**config.mk**
```make
export PLATFORM = sky130hd
export DESIGN_NAME = pixwin_engine
export DESIGN_NICKNAME = d
export VERILOG_FILES = /design/src/rtl/pixwin_pkg.sv /design/src/rtl/pixwin_setup.sv /design/src/rtl/pixwin_walker.sv /design/src/rtl/pixwin_dirty.sv /design/src/rtl/pixwin_engine.sv
export SDC_FILE = /design/constraint.sdc
export NUM_CORES = 1
export LEC_CHECK = 0
export BUFFER_PORTS_ARGS = -buffer_cell sky130_fd_sc_hd__buf_2
export CAP_MARGIN = 25
export CORE_ASPECT_RATIO = 1.2
export CORE_MARGIN = 1.5
export CORE_UTILIZATION = 50
export CTS_BUF_LIST = sky130_fd_sc_hd__clkbuf_8
export CTS_CLUSTER_SIZE = 8
export DETAILED_ROUTE_END_ITERATION = 10
export MAX_ROUTING_LAYER = met4
export PLACE_DENSITY_LB_ADDON = 0.08
export SYNTH_ARGS = -nofsm -noshare
export SYNTH_HDL_FRONTEND = slang
export SYNTH_HIERARCHICAL = 1
export SYNTH_SLANG_ARGS = --single-unit
```
**constraint.sdc**
```tcl
create_clock -name clk -period 18.8 [get_ports clk]
set_input_delay 1.88 -clock clk [delete_from_list [all_inputs] [get_ports clk]]
set_output_delay 1.88 -clock clk [all_outputs]
set_load 0.005 [all_outputs]
```
**src/rtl/pixwin_pkg.sv**
```systemverilog
package pixwin_pkg;
    localparam int PW_COORD_W = 10;
    localparam int PW_BPP_W   = 3;
    localparam int PW_SRC_W   = 3;
    localparam int PW_PITCH_W = 12;
    localparam int PW_ADDR_W  = 20;
    localparam int PW_DATA_W  = 16;
    localparam int PW_MAX_SRC = 3;
endpackage

```
**src/rtl/pixwin_setup.sv**
```systemverilog
module pixwin_setup #(
    parameter int COORD_W = pixwin_pkg::PW_COORD_W,
    parameter int BPP_W   = pixwin_pkg::PW_BPP_W,
    parameter int SRC_W   = pixwin_pkg::PW_SRC_W,
    parameter int PITCH_W = pixwin_pkg::PW_PITCH_W,
    parameter int ADDR_W  = pixwin_pkg::PW_ADDR_W,
    parameter int MAX_SRC = pixwin_pkg::PW_MAX_SRC,
    localparam int DIM_W  = COORD_W + 1,
    localparam int RW_W   = DIM_W + BPP_W,
    localparam int FULL_W = BPP_W + 2 * DIM_W,
    localparam int LEN_W  = FULL_W - 1
) (
    input  logic [COORD_W-1:0] x0,
    input  logic [COORD_W-1:0] y0,
    input  logic [COORD_W-1:0] x1,
    input  logic [COORD_W-1:0] y1,
    input  logic [BPP_W-1:0]   bpp,
    input  logic [SRC_W-1:0]   src,
    input  logic [PITCH_W-1:0] pitch,
    output logic               ok,
    output logic [DIM_W-1:0]   wid,
    output logic [DIM_W-1:0]   hgt,
    output logic [LEN_W-1:0]   len,
    output logic [RW_W-1:0]    row_words,
    output logic [ADDR_W-1:0]  origin
);
    localparam int OW = COORD_W + PITCH_W + 1;
    localparam int XB = COORD_W + BPP_W;

    logic              geom_ok;
    logic [FULL_W-1:0] full;
    logic [RW_W:0]     rw_full;
    logic [XB-1:0]     x_bytes;
    logic [OW-1:0]     org_full;

    always_comb begin
        geom_ok  = (src <= SRC_W'(MAX_SRC)) && (bpp != '0) && (x1 >= x0) && (y1 >= y0);
        wid      = DIM_W'(x1) - DIM_W'(x0) + DIM_W'(1);
        hgt      = DIM_W'(y1) - DIM_W'(y0) + DIM_W'(1);
        full     = FULL_W'(bpp) * FULL_W'(wid) * FULL_W'(hgt);
        len      = LEN_W'(full >> 1);
        rw_full  = (RW_W+1)'(bpp) * (RW_W+1)'(wid) + (RW_W+1)'(1);
        row_words = RW_W'(rw_full >> 1);
        x_bytes  = XB'(x0) * XB'(bpp);
        org_full = OW'(y0) * OW'(pitch) + OW'(x_bytes >> 1);
        origin   = ADDR_W'(org_full);
        ok       = geom_ok && (len != '0);
    end
endmodule

```
**src/rtl/pixwin_walker.sv**
```systemverilog
module pixwin_walker #(
    parameter int COORD_W = pixwin_pkg::PW_COORD_W,
    parameter int BPP_W   = pixwin_pkg::PW_BPP_W,
    parameter int PITCH_W = pixwin_pkg::PW_PITCH_W,
    parameter int ADDR_W  = pixwin_pkg::PW_ADDR_W,
    parameter int DATA_W  = pixwin_pkg::PW_DATA_W,
    localparam int DIM_W  = COORD_W + 1,
    localparam int RW_W   = DIM_W + BPP_W,
    localparam int LEN_W  = BPP_W + 2 * DIM_W - 1
) (
    input  logic               clk,
    input  logic               rst_n,
    input  logic               src_sel_wr,
    input  logic               wr_valid,
    input  logic [DATA_W-1:0]  wr_data,
    input  logic               cfg_ok,
    input  logic [COORD_W-1:0] cfg_x0,
    input  logic [COORD_W-1:0] cfg_y0,
    input  logic [DIM_W-1:0]   cfg_wid,
    input  logic [DIM_W-1:0]   cfg_hgt,
    input  logic [LEN_W-1:0]   cfg_len,
    input  logic [RW_W-1:0]    cfg_rwords,
    input  logic [ADDR_W-1:0]  cfg_origin,
    input  logic [PITCH_W-1:0] cfg_pitch,
    output logic               busy,
    output logic               mem_we,
    output logic [ADDR_W-1:0]  mem_addr,
    output logic [DATA_W-1:0]  mem_wdata,
    output logic               win_done,
    output logic               commit,
    output logic [COORD_W-1:0] box_x0,
    output logic [COORD_W-1:0] box_y0,
    output logic [DIM_W-1:0]   box_x1,
    output logic [DIM_W-1:0]   box_y1
);
    typedef struct packed {
        logic               busy;
        logic [LEN_W-1:0]   rem;
        logic [RW_W-1:0]    col;
        logic [RW_W-1:0]    rwords;
        logic [ADDR_W-1:0]  row_base;
        logic [PITCH_W-1:0] pitch;
        logic [COORD_W-1:0] bx0;
        logic [COORD_W-1:0] by0;
        logic [DIM_W-1:0]   bx1;
        logic [DIM_W-1:0]   by1;
        logic               we;
        logic [ADDR_W-1:0]  addr;
        logic [DATA_W-1:0]  data;
        logic               done;
    } walk_t;

    walk_t st_d, st_q;
    logic  arm_d;
    logic  last_d;

    always_comb begin
        st_d    = st_q;
        st_d.we   = 1'b0;
        st_d.done = 1'b0;
        last_d  = 1'b0;
        arm_d   = cfg_ok && (src_sel_wr || (wr_valid && !st_q.busy));
        if (arm_d) begin
            st_d.busy     = 1'b1;
            st_d.rem      = cfg_len;
            st_d.col      = '0;
            st_d.rwords   = cfg_rwords;
            st_d.row_base = cfg_origin;
            st_d.pitch    = cfg_pitch;
            st_d.bx0      = cfg_x0;
            st_d.by0      = cfg_y0;
            st_d.bx1      = DIM_W'(cfg_x0) + cfg_wid;
            st_d.by1      = DIM_W'(cfg_y0) + cfg_hgt;
        end
        if (wr_valid && st_d.busy) begin
            last_d     = (st_d.rem == LEN_W'(1));
            st_d.we    = 1'b1;
            st_d.addr  = st_d.row_base + ADDR_W'(st_d.col);
            st_d.data  = wr_data;
            st_d.rem   = st_d.rem - LEN_W'(1);
            if (RW_W'(st_d.col + RW_W'(1)) == st_d.rwords) begin
                st_d.col      = '0;
                st_d.row_base = st_d.row_base + ADDR_W'(st_d.pitch);
            end else begin
                st_d.col = st_d.col + RW_W'(1);
            end
            if (last_d) begin
                st_d.busy = 1'b0;
                st_d.done = 1'b1;
            end
        end
    end

    always_ff @(posedge clk) begin
        if (!rst_n) begin
            st_q <= '0;
        end else begin
            st_q <= st_d;
        end
    end

    assign busy      = st_q.busy;
    assign mem_we    = st_q.we;
    assign mem_addr  = st_q.addr;
    assign mem_wdata = st_q.data;
    assign win_done  = st_q.done;
    assign commit    = st_d.done;
    assign box_x0    = st_d.bx0;
    assign box_y0    = st_d.by0;
    assign box_x1    = st_d.bx1;
    assign box_y1    = st_d.by1;

    AST_WE_NEEDS_STROBE: assert property (@(posedge clk) disable iff (!rst_n)
        mem_we |-> $past(wr_valid));

    AST_DROP_WHEN_REJECTED: assert property (@(posedge clk) disable iff (!rst_n)
        (!$past(st_q.busy) && $past(wr_valid) && !$past(cfg_ok)) |-> !mem_we);

    AST_BUSY_RISE_ARMED: assert property (@(posedge clk) disable iff (!rst_n)
        $rose(st_q.busy) |-> $past(src_sel_wr || wr_valid));

    AST_REM_STEPS: assert property (@(posedge clk) disable iff (!rst_n)
        (st_q.busy && $past(st_q.busy) && $past(wr_valid) && !$past(src_sel_wr))
        |-> (st_q.rem == $past(st_q.rem) - LEN_W'(1)));

    AST_HOLD_WITHOUT_WORD: assert property (@(posedge clk) disable iff (!rst_n)
        (!$past(wr_valid) && !$past(src_sel_wr)) |-> $stable(st_q.rem));
endmodule

```
**src/rtl/pixwin_dirty.sv**
```systemverilog
module pixwin_dirty #(
    parameter int COORD_W = pixwin_pkg::PW_COORD_W,
    localparam int DIM_W  = COORD_W + 1
) (
    input  logic               clk,
    input  logic               rst_n,
    input  logic [DIM_W-1:0]   disp_w,
    input  logic [DIM_W-1:0]   disp_h,
    input  logic               clr,
    input  logic               commit,
    input  logic [COORD_W-1:0] bx0,
    input  logic [COORD_W-1:0] by0,
    input  logic [DIM_W-1:0]   bx1,
    input  logic [DIM_W-1:0]   by1,
    output logic [DIM_W-1:0]   minx,
    output logic [DIM_W-1:0]   maxx,
    output logic [DIM_W-1:0]   miny,
    output logic [DIM_W-1:0]   maxy
);
    typedef struct packed {
        logic [DIM_W-1:0] minx;
        logic [DIM_W-1:0] maxx;
        logic [DIM_W-1:0] miny;
        logic [DIM_W-1:0] maxy;
    } box_t;

    box_t box_d, box_q, empty_box;

    always_comb begin
        empty_box = '{minx: disp_w, maxx: '0, miny: disp_h, maxy: '0};
        box_d     = clr ? empty_box : box_q;
        if (commit) begin
            if (DIM_W'(bx0) < box_d.minx) box_d.minx = DIM_W'(bx0);
            if (bx1 > box_d.maxx)         box_d.maxx = bx1;
            if (DIM_W'(by0) < box_d.miny) box_d.miny = DIM_W'(by0);
            if (by1 > box_d.maxy)         box_d.maxy = by1;
        end
    end

    always_ff @(posedge clk) begin
        if (!rst_n) begin
            box_q <= empty_box;
        end else begin
            box_q <= box_d;
        end
    end

    assign minx = box_q.minx;
    assign maxx = box_q.maxx;
    assign miny = box_q.miny;
    assign maxy = box_q.maxy;

    AST_EMPTY_AFTER_CLEAR: assert property (@(posedge clk) disable iff (!rst_n)
        ($past(clr) && !$past(commit)) |->
        (maxx == '0 && maxy == '0 && minx == $past(disp_w) && miny == $past(disp_h)));

    AST_BOX_ONLY_GROWS: assert property (@(posedge clk) disable iff (!rst_n)
        !$past(clr) |-> (minx <= $past(minx) && maxx >= $past(maxx)
                         && miny <= $past(miny) && maxy >= $past(maxy)));

    AST_COMMIT_COVERED: assert property (@(posedge clk) disable iff (!rst_n)
        $past(commit) |-> (minx <= DIM_W'($past(bx0)) && maxx >= $past(bx1)
                           && miny <= DIM_W'($past(by0)) && maxy >= $past(by1)));
endmodule

```
**src/rtl/pixwin_engine.sv**
```systemverilog
module pixwin_engine #(
    parameter int COORD_W = pixwin_pkg::PW_COORD_W,
    parameter int BPP_W   = pixwin_pkg::PW_BPP_W,
    parameter int SRC_W   = pixwin_pkg::PW_SRC_W,
    parameter int PITCH_W = pixwin_pkg::PW_PITCH_W,
    parameter int ADDR_W  = pixwin_pkg::PW_ADDR_W,
    parameter int DATA_W  = pixwin_pkg::PW_DATA_W,
    parameter int MAX_SRC = pixwin_pkg::PW_MAX_SRC
) (
    input  logic               clk,
    input  logic               rst_n,
    input  logic [COORD_W-1:0] cfg_x0,
    input  logic [COORD_W-1:0] cfg_y0,
    input  logic [COORD_W-1:0] cfg_x1,
    input  logic [COORD_W-1:0] cfg_y1,
    input  logic [BPP_W-1:0]   cfg_bpp,
    input  logic [SRC_W-1:0]   cfg_src,
    input  logic [PITCH_W-1:0] cfg_pitch,
    input  logic [COORD_W:0]   disp_w,
    input  logic [COORD_W:0]   disp_h,
    input  logic               src_sel_wr,
    input  logic               wr_valid,
    input  logic [DATA_W-1:0]  wr_data,
    output logic               mem_we,
    output logic [ADDR_W-1:0]  mem_addr,
    output logic [DATA_W-1:0]  mem_wdata,
    output logic               busy,
    output logic               win_done,
    input  logic               dirty_clr,
    output logic [COORD_W:0]   dirty_x0,
    output logic [COORD_W:0]   dirty_x1,
    output logic [COORD_W:0]   dirty_y0,
    output logic [COORD_W:0]   dirty_y1
);
    localparam int DIM_W = COORD_W + 1;
    localparam int RW_W  = DIM_W + BPP_W;
    localparam int LEN_W = BPP_W + 2 * DIM_W - 1;

    logic               set_ok;
    logic [DIM_W-1:0]   set_wid, set_hgt;
    logic [LEN_W-1:0]   set_len;
    logic [RW_W-1:0]    set_rwords;
    logic [ADDR_W-1:0]  set_origin;
    logic               commit;
    logic [COORD_W-1:0] box_x0, box_y0;
    logic [DIM_W-1:0]   box_x1, box_y1;

    pixwin_setup #(
        .COORD_W(COORD_W), .BPP_W(BPP_W), .SRC_W(SRC_W),
        .PITCH_W(PITCH_W), .ADDR_W(ADDR_W), .MAX_SRC(MAX_SRC)
    ) u_setup (
        .x0(cfg_x0), .y0(cfg_y0), .x1(cfg_x1), .y1(cfg_y1),
        .bpp(cfg_bpp), .src(cfg_src), .pitch(cfg_pitch),
        .ok(set_ok), .wid(set_wid), .hgt(set_hgt), .len(set_len),
        .row_words(set_rwords), .origin(set_origin)
    );

    pixwin_walker #(
        .COORD_W(COORD_W), .BPP_W(BPP_W), .PITCH_W(PITCH_W),
        .ADDR_W(ADDR_W), .DATA_W(DATA_W)
    ) u_walker (
        .clk(clk), .rst_n(rst_n),
        .src_sel_wr(src_sel_wr), .wr_valid(wr_valid), .wr_data(wr_data),
        .cfg_ok(set_ok), .cfg_x0(cfg_x0), .cfg_y0(cfg_y0),
        .cfg_wid(set_wid), .cfg_hgt(set_hgt), .cfg_len(set_len),
        .cfg_rwords(set_rwords), .cfg_origin(set_origin), .cfg_pitch(cfg_pitch),
        .busy(busy), .mem_we(mem_we), .mem_addr(mem_addr), .mem_wdata(mem_wdata),
        .win_done(win_done), .commit(commit),
        .box_x0(box_x0), .box_y0(box_y0), .box_x1(box_x1), .box_y1(box_y1)
    );

    pixwin_dirty #(
        .COORD_W(COORD_W)
    ) u_dirty (
        .clk(clk), .rst_n(rst_n), .disp_w(disp_w), .disp_h(disp_h),
        .clr(dirty_clr), .commit(commit),
        .bx0(box_x0), .by0(box_y0), .bx1(box_x1), .by1(box_y1),
        .minx(dirty_x0), .maxx(dirty_x1), .miny(dirty_y0), .maxy(dirty_y1)
    );
endmodule

```
* Yosys cells after proc, flatten, opt, wreduce, memory -nomap -nowiden
Index checks and enable logic that the tools add are counted.
** Operators by class
- Shift operators :: 0
- Eq/ne operators :: 2
- Multiply operators :: 5
- Muxes and demuxes :: 15
- Divide/modulo/power cells :: 0
- Bitwise logic cells :: 0
- Add/subtract/negate cells :: 12
- Magnitude comparators :: 7
- Reduce and logical (&&, ||, !) cells :: 11
** Operator list (count)
- $mux 44 :: 3
- $mux 127 :: 1
- $mux 11 :: 4
- $add 20x12->20 :: 2
- $mux 20 :: 2
- $mux 39 :: 1
- $mux 38 :: 1
- $mul 3x11->14 :: 2
- $mul 14x11->25 :: 1
- $eq 24x1->1 const B :: 1
- $reduce_bool 24->1 :: 1
- $sub 24x1->24 const B :: 1
- $add 10x11->11 :: 2
- $add 11x1->11 const B :: 2
- $gt 11x11->1 :: 2
- $lt 10x11->1 :: 2
- $sub 10x10->11 :: 2
- $add 20x14->20 :: 1
- $ge 10x10->1 :: 2
- $mul 10x12->20 :: 1
- $add 14x1->15 const B :: 1
- $add 14x1->14 const B :: 1
- $eq 14x14->1 :: 1
- $mux 14 :: 1
- other kinds (7) :: 14
** Word-level totals
- Bits of input ports :: 101
- Output and inout port bits :: 83
- Word-level logic and storage cells :: 70
- Memories :: 0
- Bits in writable memories :: 0
- Memory bits (read-only) :: 0
- Latch bits :: 0
- Bits in registers :: 209

* Longest topological paths before layout
- Word-level depth :: 13
- Mapped depth :: 62
- Depth with buffers taken out :: 54

* Hierarchy
Netlist, hierarchy kept.
** Modules (own cells, without submodules)
- pixwin_setup :: area an instance 12535.8 sq um, seq. area each 0.0 sq um, instances 1, cells an instance 1536
- pixwin_walker :: area an instance 10380.0 sq um, seq. area each 3303.2 sq um, instances 1, cells an instance 1356
- pixwin_dirty :: area an instance 3108.0 sq um, seq. area each 880.8 sq um, instances 1, cells an instance 377

* Worst setup path before layout
Ideal clock, no wire load.
- Path kind :: in2reg
- Start point :: input cfg_x0[1]
- End point :: register u_walker.st_q, in the netlist u_walker/mem_addr[17]
- Arrival :: 14.653 ns
- Stages on the path :: 60
- Path buffers :: 8
- Data required time :: 18.678 ns
- Setup slack :: 4.025 ns
- Library setup time :: 0.122 ns
- Cells stage by stage :: inv_1 > ha_1 > inv_1 > ha_1 > inv_1 > fa_1 > nor2b_1 > o21ai_0 > a21boi_0 > o21ai_1 > a21boi_0 > o21ai_1 > a21boi_0 > o21ai_0 > fa_1 > inv_1 > ha_1 > clkbuf_1 > (+24 left out) > clkbuf_1 > o21ai_2 > buf_2 > buf_2 > clkbuf_1 > clkbuf_1 > clkbuf_1 > and2_1 > ha_1 > a21o_1 > a21oi_1 > o32ai_1 > a311oi_1 > a211oi_1 > o21ai_1 > a2111oi_0 > a31o_2 > a221o_1
** Between the ends
- Word-level cells in the longest chain between the ends :: 9
- Elaborated cells between the ends (all ways) :: 15
- Those cells by class :: add/sub: 4; mul: 3; order compare: 1; mux: 1; reduce/logical: 6
** Ends and longest elaborated chain
- from (decl) :: line pixwin_engine.sv:12 : input logic [COORD_W-1:0] cfg_x0,
- $sub 10x10->11 (*) :: line pixwin_setup.sv:38 : wid = DIM_W'(x1) - DIM_W'(x0) + DIM_W'(1);
- $add 11x1->11 (*) :: line pixwin_setup.sv:38
- $mul 3x11->14 (*) :: line pixwin_setup.sv:40 : full = FULL_W'(bpp) * FULL_W'(wid) * FULL_W'(hgt);
- $mul 14x11->25 (*) :: line pixwin_setup.sv:40
- named net set_len[15] :: line pixwin_engine.sv:41 : logic [LEN_W-1:0] set_len;
- $reduce_bool 24->1 (*) :: line pixwin_setup.sv:47 : ok = geom_ok && (len != '0);
- $logic_and 1x1->1 (*) :: line pixwin_setup.sv:47
- named net set_ok :: line pixwin_engine.sv:39 : logic set_ok;
- $logic_and 1x1->1 (*) :: line pixwin_walker.sv:62 : arm_d = cfg_ok && (src_sel_wr || (wr_valid && !st_q.busy));
- $mux 127 (*) :: line pixwin_walker.sv:63 : if (arm_d) begin
- $add 20x14->20 / $logic_and 1x1->1 (equally long branches) :: line pixwin_walker.sv:78, pixwin_walker.sv:75
- to (signal assigned) :: line pixwin_walker.sv:98 : st_q <= st_d;
- to (decl) :: line pixwin_walker.sv:53 : walk_t st_d, st_q;
Mark *: on every way through the listed nets, which the timed path passes. The rest lies on a longest branch.
A chain may end at the register's enable or synchronous reset.

* Worst setup path in the final report
Ends and elaborated chain as after synthesis.

==> metrics <==
Setup TNS=0 ns; min-delay src=u_walker/mem_wdata[4]$_SDFFE_PN0P_; R2R Setup Slk=13.89 ns; post-route ant nets=0; DR vias=22126; mapped cell area=26020 um2; launch point of the critical path=cfg_x0[1]; RSZ-0062 raised after global routing=no; met1 Use GR=33.27%; Reg-to-Reg Start=u_walker/busy$_SDFF_PN0_; post-synthesis register bit count=209; Post-CTS Hold Buffers=0; diode count=0; Remaining DRCs=0; first-pass GRT wire length=118300 um; met2 usage=49.09%; EDFF count, synth=0; critical path class=in2reg; max-slew violations=0; Initial DRC Count=1315; Mapped Nets=3868; top_reg_cell synth=dfxtp_1; WHS Endpoint=u_walker/mem_wdata[4]$_SDFFE_PN0P_; max_cap viols=0; CTS tree=done; Initial Utilization=50.57%; Fill cells=4936; chip width=211.3 um; Ys Warns=6; WP data required=19.28 ns; worst skew pair latency=0.60 ns; setup repair bufs after CTS=0; status=complete, no violations; share of layout cells above drive strength 1=9.752%; Top Usage Layer GRT=met2; initial antenna violation count=0; RD Place Congestion=0.9293; largest net degree at the start of global routing=113; skew final=0.03823 ns; H-tree depth=2; Core Rows=91; CP max-delay cell=xnor2_1; top-level port count=184; Rel. slew slack=33.61%; CTS Root Cell=clkbuf_8; Clk pin slew, worst setup/hold paths=0.06 ns; f_max=0.06416 GHz; fin crit period=15.58 ns; WHS Path Cells=2; slowest stage delay, CP=0.66 ns; slew at the pin with the worst max-slew slack=0.9804 ns; worst r2r path cells=16; Period Utilization, post-route=82.90%; final net count=3912; reg-to-reg endpoint=u_walker/mem_addr[17]$_SDFFE_PN0P_; sequential area share after synthesis=16.08%; Mean Syn Cell Area=7.961 um2; Routed WL=74000 um; total CTS buffers=40; Netlist cell types=98; met3 usage=3.783%; Crit. End Element=register; Vias/cell=5.477; core area=51460 um2; Final setup viols=0; Die Y=252.9 um; GRT Overall Usage=28.87%; Syn Inst Count=3269; DR WL/cell=18.32 um; clk buf depth=3; worst-path fanout max=32; total grt overflow=0; Data arrival, critical path=16.07 ns; Post-DP HPWL=57470 um; die area=53430 um2; vias in the first global route=22345; Worst Hold Class=reg2reg; PostCTS Resize Cnt=0; P&R area growth vs syn=6.957%; share of flip-flops with an asynchronous set or reset=0%; port bufs=181; Detailed Routing Iterations Pass 1=5; Hold Violations, Final=0; CP startpoint kind=input pin; # clock sinks=209
-- layout make-up --
type	count	area (um2)	share of cell area (%)
Sequential cell	209	4184	15.03
Inverter	430	1617	5.808
Clock inverter	20	141.4	0.5080
Clock buffer	52	715.7	2.571
Timing Repair Buffer	216	1191	4.279
Multi-Input combinational cell	2416	19110	68.67
Tap cell	697	872.1	3.133
-- per-layer routing --
layer	wire, um	part of all wire, %
met1	30430	41
met2	36210	49
met3	3334	4.5
met4	4028	5.4
met5	0	0
-- stage by stage --
step	hold WS, ns	util [%]	instance area, um2	instances	setup WS [ns]
finish	0.4512	54.08	27830	4040	3.215
global route	0.4699	54.08	27830	4040	2.307
CTS	0.4532	54.05	27810	4039	3.430
detailed placement	0.4449	52.38	26960	3967	2.900
global placement	0.4383	52.37	26950	3966	2.912
floorplan	0.4322	-	26020	3269	4.025
-- cell usage in the layout (no fill, tap or decap), drive strengths merged, types with 17 or more instances in the layout --
| cell | netlist | routed |
|---|---|---|
| a21o | 48 | 48 |
| ha | 268 | 268 |
| nand2 | 557 | 557 |
| buf | 116 | 216 |
| nor4 | 20 | 20 |
| xnor2 | 93 | 93 |
| nor2 | 170 | 170 |
| nand3 | 59 | 59 |
| a21boi | 21 | 21 |
| and2 | 147 | 147 |
| fa | 230 | 230 |
| o211ai | 23 | 23 |
| a211oi | 20 | 20 |
| dfxtp | 209 | 209 |
| mux2i | 74 | 74 |
| nor2b | 28 | 28 |
| a31oi | 20 | 20 |
| clkbuf | 98 | 52 |
| o21ai | 83 | 83 |
| a222oi | 20 | 20 |
| xor2 | 57 | 57 |
| nor3b | 17 | 17 |
| inv | 425 | 439 |
| nor3 | 55 | 55 |
| o21bai | 22 | 22 |
| o21a | 28 | 28 |
| a21oi | 168 | 168 |
| nand2b | 20 | 20 |
-- synth_stat cells (16+ instances only) --
cell      count  area, um2
o21ai_0      67      335.3
fa_1        230       4604
nor4_1       16      100.1
a222oi_1     20      200.2
xor2_1       57      499.2
nand2_1     557       2091
nand3_1      58      290.3
mux2i_1      74      740.7
o211ai_1     21      157.7
buf_4        81      608.1
o21bai_1     22      165.2
and2_1      146      913.4
ha_1        268       3353
clkbuf_1     98      367.9
inv_1       423       1588
a21o_1       47      352.8
a211oi_1     18      135.1
buf_1        19      71.32
a31oi_1      20      125.1
o21a_1       27      202.7
nor2b_1      28      175.2
nor2_1      170      638.1
a21oi_1     165      825.8
dfxtp_1     209       4184
nor3_1       53      265.3
xnor2_1      92      805.8
nand2b_1     20      125.1
-- sequential cells by signal (all words and copies together) (netlist names) --
signal and flops:
u_dirty/maxx 11, u_dirty/maxy 11, u_dirty/minx 11, u_dirty/miny 11, u_walker/busy 1, u_walker/mem_addr 20
u_walker/mem_wdata 16, u_walker/mem_we 1, u_walker/st_q 126, u_walker/win_done 1
-- worst max-delay path by stage --
stage	slack [ns]	cells past startpoint	to
after floorplan	4.03	60	u_walker/mem_addr[17]$_SDFFE_PN0P_
after global placement	2.91	55	u_walker/mem_addr[17]$_SDFFE_PN0P_
after detailed placement	2.90	54	u_walker/mem_addr[17]$_SDFFE_PN0P_
after CTS	3.43	54	u_walker/mem_addr[17]$_SDFFE_PN0P_
after global routing	2.31	54	u_walker/mem_addr[17]$_SDFFE_PN0P_
final	3.22	54	u_walker/mem_addr[17]$_SDFFE_PN0P_
-- worst max-delay path, delay by kind of cell --
family	cells	cell delay (ns)
buf+inv	10	1.23
fa+ha+maj	12	5.12
compound gates	23	5.74
simple gates	7	1.03
xor+xnor	2	1.04
-- logic make-up after synthesis --
family | synth area share (%)
fa+ha+maj | 30.66
simple gates | 20.72
other cells | 0.01441
flops | 16.08
compound gates | 13.99
buf+inv | 10.58
xor+xnor | 5.077
mux | 2.890
Power is not shown: default switching activity piles up to over one toggle a cycle in this logic, so the estimate is an artifact.
